<file path="config.mk">
export PLATFORM = sky130hd
export DESIGN_NAME = bcd_alu
export DESIGN_NICKNAME = d
export VERILOG_FILES = /design/src/rtl/bcd_alu_pkg.sv /design/src/rtl/bcd_alu_bin.sv /design/src/rtl/bcd_alu_dec.sv /design/src/rtl/bcd_alu_oreg.sv /design/src/rtl/bcd_alu.sv
export SDC_FILE = /design/constraint.sdc
export NUM_CORES = 1
export LEC_CHECK = 0
export BUFFER_PORTS_ARGS = -buffer_cell sky130_fd_sc_hd__buf_2
export CAP_MARGIN = 10
export CORE_MARGIN = 4
export CORE_UTILIZATION = 65
export CTS_CLUSTER_DIAMETER = 40
export CTS_CLUSTER_SIZE = 20
export DETAILED_ROUTE_END_ITERATION = 6
export PLACE_DENSITY = 0.95
export SKIP_CTS_REPAIR_TIMING = 1
export SYNTH_ARGS = -nofsm -noshare
export SYNTH_HDL_FRONTEND = slang
export SYNTH_HIERARCHICAL = 1
export SYNTH_SLANG_ARGS = --single-unit
</file>
<file path="constraint.sdc">
create_clock -name clk -period 6 [get_ports clk]
set_input_delay 0 -clock clk [delete_from_list [all_inputs] [get_ports clk]]
set_output_delay 0 -clock clk [all_outputs]
set_load 0.05 [all_outputs]
</file>
<file path="src/rtl/bcd_alu_pkg.sv">
package bcd_alu_pkg;

  typedef struct packed {
    logic [7:0] res;
    logic       n;
    logic       v;
    logic       z;
    logic       c;
  } alu_out_t;

  // Plain two's-complement add or subtract with flags
  function automatic alu_out_t f_bin(input logic [7:0] a, input logic [7:0] b,
                                     input logic ci, input logic sub);
    alu_out_t   o;
    logic [8:0] s;
    if (sub) begin
      s   = {1'b0, a} - {1'b0, b} - {8'b0, ~ci};
      o.c = ~s[8];
      o.v = (a[7] ^ s[7]) & (a[7] ^ b[7]);
    end else begin
      s   = {1'b0, a} + {1'b0, b} + {8'b0, ci};
      o.c = s[8];
      o.v = ~(a[7] ^ b[7]) & (a[7] ^ s[7]);
    end
    o.res = s[7:0];
    o.n   = s[7];
    o.z   = (s[7:0] == 8'h00);
    return o;
  endfunction

  // Raw high digit of a decimal add (before its own correction)
  function automatic logic [5:0] f_dadd_hi_raw(input logic [7:0] a, input logic [7:0] b,
                                               input logic ci);
    logic [5:0] lo;
    lo = {2'b0, a[3:0]} + {2'b0, b[3:0]} + {5'b0, ci};
    if (lo > 6'd9) lo = lo + 6'd6;
    return {2'b0, a[7:4]} + {2'b0, b[7:4]} + {5'b0, (lo > 6'd15)};
  endfunction

  function automatic logic [3:0] f_dadd_lo(input logic [7:0] a, input logic [7:0] b,
                                           input logic ci);
    logic [5:0] lo;
    lo = {2'b0, a[3:0]} + {2'b0, b[3:0]} + {5'b0, ci};
    if (lo > 6'd9) lo = lo + 6'd6;
    return lo[3:0];
  endfunction

  // Corrected result byte of a decimal subtract
  function automatic logic [7:0] f_dsub(input logic [7:0] a, input logic [7:0] b,
                                        input logic ci);
    logic [4:0] lo, hi;
    lo = {1'b0, a[3:0]} - {1'b0, b[3:0]} - {4'b0, ~ci};
    hi = {1'b0, a[7:4]} - {1'b0, b[7:4]};
    if (lo[4]) begin
      lo = lo - 5'd6;
      hi = hi - 5'd1;
    end
    if (hi[4]) hi = hi - 5'd6;
    return {hi[3:0], lo[3:0]};
  endfunction

endpackage

</file>
<file path="src/rtl/bcd_alu_bin.sv">
module bcd_alu_bin
  import bcd_alu_pkg::*;
#(
  parameter int W = 8
) (
  input  logic [W-1:0] a_i,
  input  logic [W-1:0] b_i,
  input  logic         ci_i,
  input  logic         sub_i,
  output alu_out_t     bin_o
);
  assign bin_o = f_bin(a_i, b_i, ci_i, sub_i);
endmodule

</file>
<file path="src/rtl/bcd_alu_dec.sv">
module bcd_alu_dec
  import bcd_alu_pkg::*;
#(
  parameter int W = 8
) (
  input  logic [W-1:0] a_i,
  input  logic [W-1:0] b_i,
  input  logic         ci_i,
  output logic [W-1:0] add_res_o,
  output logic         add_n_o,
  output logic         add_v_o,
  output logic         add_c_o,
  output logic [5:0]   hi_raw_o,
  output logic [W-1:0] sub_res_o
);
  logic [5:0] hi_adj;

  assign hi_raw_o = f_dadd_hi_raw(a_i, b_i, ci_i);
  assign add_n_o  = hi_raw_o[3];
  assign add_v_o  = ~(a_i[7] ^ b_i[7]) & (hi_raw_o[3] ^ a_i[7]);
  assign hi_adj   = (hi_raw_o > 6'd9) ? hi_raw_o + 6'd6 : hi_raw_o;
  assign add_c_o  = (hi_adj > 6'd15);
  assign add_res_o = {hi_adj[3:0], f_dadd_lo(a_i, b_i, ci_i)};
  assign sub_res_o = f_dsub(a_i, b_i, ci_i);
endmodule

</file>
<file path="src/rtl/bcd_alu_oreg.sv">
module bcd_alu_oreg
  import bcd_alu_pkg::*;
#(
  parameter bit REG_OUT = 1'b1
) (
  input  logic     clk,
  input  logic     rst_n,
  input  alu_out_t d_i,
  output alu_out_t q_o
);
  generate
    if (REG_OUT) begin : g_reg
      always_ff @(posedge clk) begin
        if (!rst_n) q_o <= '0;
        else        q_o <= d_i;
      end

      AST_OUT_ONE_CYCLE: assert property (@(posedge clk) disable iff (!rst_n)
        $past(rst_n) |-> (q_o == $past(d_i)));
    end else begin : g_comb
      assign q_o = d_i;
    end
  endgenerate
endmodule

</file>
<file path="src/rtl/bcd_alu.sv">
module bcd_alu
  import bcd_alu_pkg::*;
#(
  parameter bit REG_OUT = 1'b1
) (
  input  logic       clk,
  input  logic       rst_n,
  input  logic [7:0] acc_i,
  input  logic [7:0] opnd_i,
  input  logic       cin_i,
  input  logic       dec_i,
  input  logic       sub_i,
  output logic [7:0] res_o,
  output logic       n_o,
  output logic       v_o,
  output logic       z_o,
  output logic       c_o
);
  localparam int W = 8;

  alu_out_t       bin_w;
  alu_out_t       comb_w;
  alu_out_t       q_w;
  logic [W-1:0]   dadd_res_w;
  logic           dadd_n_w;
  logic           dadd_v_w;
  logic           dadd_c_w;
  logic [5:0]     dadd_hi_raw_w;
  logic [W-1:0]   dsub_res_w;

  bcd_alu_bin #(.W(W)) u_bin (
    .a_i(acc_i), .b_i(opnd_i), .ci_i(cin_i), .sub_i(sub_i), .bin_o(bin_w)
  );

  bcd_alu_dec #(.W(W)) u_dec (
    .a_i(acc_i), .b_i(opnd_i), .ci_i(cin_i),
    .add_res_o(dadd_res_w), .add_n_o(dadd_n_w), .add_v_o(dadd_v_w),
    .add_c_o(dadd_c_w), .hi_raw_o(dadd_hi_raw_w), .sub_res_o(dsub_res_w)
  );

  // Mode select: decimal subtract keeps binary flags, decimal add keeps binary Z
  always_comb begin
    comb_w = bin_w;
    if (dec_i) begin
      if (sub_i) begin
        comb_w.res = dsub_res_w;
      end else begin
        comb_w.res = dadd_res_w;
        comb_w.n   = dadd_n_w;
        comb_w.v   = dadd_v_w;
        comb_w.c   = dadd_c_w;
      end
    end
  end

  AST_BIN_ADD_CARRY: assert property (@(posedge clk) disable iff (!rst_n)
    (!dec_i && !sub_i) |-> (comb_w.c == (({1'b0, acc_i} + {1'b0, opnd_i} + {8'b0, cin_i}) > 9'd255)));
  AST_DEC_ADD_Z_SUM: assert property (@(posedge clk) disable iff (!rst_n)
    (dec_i && !sub_i) |-> (comb_w.z == ((acc_i + opnd_i + {7'b0, cin_i}) == 8'h00)));
  AST_DEC_ADD_N_RAW: assert property (@(posedge clk) disable iff (!rst_n)
    (dec_i && !sub_i) |-> (comb_w.n == dadd_hi_raw_w[3]));
  AST_BCD_DIGITS: assert property (@(posedge clk) disable iff (!rst_n)
    (dec_i && !sub_i && acc_i[3:0] <= 4'd9 && acc_i[7:4] <= 4'd9 &&
     opnd_i[3:0] <= 4'd9 && opnd_i[7:4] <= 4'd9)
    |-> (comb_w.res[3:0] <= 4'd9 && comb_w.res[7:4] <= 4'd9));
  AST_DEC_SUB_NOBORROW: assert property (@(posedge clk) disable iff (!rst_n)
    (dec_i && sub_i) |-> (comb_w.c == ({1'b0, acc_i} >= ({1'b0, opnd_i} + {8'b0, ~cin_i}))));

  bcd_alu_oreg #(.REG_OUT(REG_OUT)) u_oreg (
    .clk(clk), .rst_n(rst_n), .d_i(comb_w), .q_o(q_w)
  );

  assign res_o = q_w.res;
  assign n_o   = q_w.n;
  assign v_o   = q_w.v;
  assign z_o   = q_w.z;
  assign c_o   = q_w.c;
endmodule

</file>
==> impl_metrics.json <==
{
  "status": "complete, no violations",
  "final-seq-area_um2": 240,
  "cp_max_fo": 4,
  "required_ps": 6130,
  "die-area_um2": 5150,
  "critPathKind": "input pin to flop",
  "rsz0062_at_grt": "no",
  "cts-buffers-inserted": 3,
  "tightest_slew_ps": 695,
  "maxCapViolations": 0,
  "p_int_uw": 321,
  "setup_violations": 0,
  "syn_inst": 324,
  "vias": 2317,
  "min_path_cells": 2,
  "ctsHtreeMaxLevel": 1,
  "layout_setup_ws_ps": 2090,
  "slew_violations": 0,
  "worst_setup_path_start_kind": "input pin",
  "slew_headroom": 0.536,
  "cts.sinks": 12,
  "wl_met1_um": 2380,
  "endpoint_kind": "flop",
  "vias_per_cell": 5.79,
  "yosysWarnings": 6,
  "period_needed_ps": 3910,
  "regMostFlops": "u_oreg/q_o",
  "totalNegativeSetupSlack_ps": 0,
  "routed_wl_um": 5510,
  "grtUsageTotal": 0.216,
  "dieHeight_um": 71.7,
  "cts_tree": "built",
  "place_hpwl_um": 4700,
  "maxUsedRoutingLayer": "met4",
  "netSwitchingPower_uw": 276,
  "wl_met3_um": 286,
  "hold_violations": 0,
  "fin_nets": 426,
  "drt_iter0_drc": 120,
  "wl_per_cell_um": 13.8,
  "fmax_mhz": 256,
  "rows": 22,
  "area_delta_synth_final_pct": 8.29,
  "grt_first_pass_wirelength_um": 9030,
  "cts_root_buffer": "clkbuf_8",
  "grt_max_degree": 31,
  "multiInputGateArea_um2": 2150,
  "p_leak_uw": 0.00145,
  "antenna_found_initial": 0,
  "grt_pass1_vias": 2130,
  "swShare": 0.462,
  "syn_nets": 397,
  "power.density_nw_per_um2": 209,
  "finalCritPeriodShare": 0.651,
  "diodes": 0,
  "drive_gt1_frac": 0.170,
  "power_uw": 597,
  "dr_wl_met2_um": 2700,
  "drc": 0,
  "start_util": 0.695,
  "clkTransAtPathRegs_ps": 50,
  "clkPwrFrac": 0.143,
  "dr.pass1.iters": 4,
  "die_x_um": 71.7,
  "seqPwrFrac": 0.160,
  "cp.arrival_ps": 4040,
  "grt-ovfl-total": 0,
  "synth_area_um2": 2640,
  "core_area_um2": 3800,
  "ant_nets": 0,
  "nFillCells": 282,
  "gp_congestion": 0.846,
  "synth.avg_cell_area_um2": 8.15,
  "p_comb_frac": 0.698,
  "boundaryPins": 33,
  "pre_cts_ws_ps": 1900,
  "io_buffer_count": 32,
  "cts.path.max_buffers": 2,
  "ir_drop_mv": 0.0810,
  "largestRegisters": "u_oreg/q_o x12",
  "hold_class": "input pin to flop",
  "largest_reg_flops": 12
}
==> power groups by stage <==
stage	logic [uW]	clock network (uW)	registers, uW
after global placement	393	0	97.0
after floorplan	286	0	142
after global routing	457	91.4	96.0
after CTS	412	87.9	95.7
final	417	85.1	95.3
after detailed placement	411	0	97.3
==> worst max-delay path, cell delays in order <==
cell and delay [ps]:
buf_2 130, inv_1 80, fa_1 400, inv_1 100, fa_1 430, inv_1 130, ha_1 220, or4b_2 590
nand2_1 120, fa_1 210, inv_1 60, fa_1 400, a21oi_1 160, nor2_1 60, nor2_1 210, o21ai_0 180
xor2_1 170, mux2i_1 130, a21oi_1 80, and2_2 190
==> layout by cell type (no fill, tap or decap), drive strengths merged, types with 2 or more instances in the layout <==
master	n
or3	2
ha	41
o21bai	2
a22o	2
o31ai	4
nor2	32
fa	11
nand2	8
o22ai	2
nand3b	3
a21oi	22
and2	15
xor2	10
o2111ai	2
nor2b	2
or4b	2
o21ai	10
clkbuf	4
a211oi	3
nand3	2
nand2b	8
nor3	3
dfxtp	12
a32oi	3
inv	52
a21o	5
nor4	3
mux2i	15
buf	32
xnor2	19
a221o	2
a31oi	2
mux2	7
==> final timing paths <==
kind,to,slack [ps],start
worst min-delay path,u_oreg/q_o[7]$_SDFF_PN0_,80,rst_n
worst max-delay path,u_oreg/q_o[9]$_SDFF_PN0_,2090,opnd_i[0]
==> routing by layer <==
| metal | GRT usage | up-vias |
|---|---|---|
| li1 | - | 1153 |
| met1 | 0.258 | 1072 |
| met2 | 0.389 | 77 |
| met3 | 0.0182 | 15 |
| met4 | 0.0939 | 0 |
| met5 | 0 | - |
==> area by class of cell <==
type | count | share of cell area
Tap cell | 48 | 0.0210
Multi-Input combinational cell | 252 | 0.751
Clock buffer | 4 | 0.0193
Sequential cell | 12 | 0.0840
Inverter | 52 | 0.0683
Timing Repair Buffer | 32 | 0.0560
==> per-stage QoR <==
step | instance area, um2 | utilization | hold slack, ps | cells
after floorplan | 2640 | - | 136 | 324
after global placement | 2800 | 0.738 | 332 | 396
after detailed placement | 2800 | 0.738 | 333 | 396
after CTS | 2860 | 0.753 | 82.8 | 400
after global routing | 2860 | 0.753 | 106 | 400
final | 2860 | 0.753 | 84.1 | 400
Note: power is estimated with default switching activity, not from simulation.
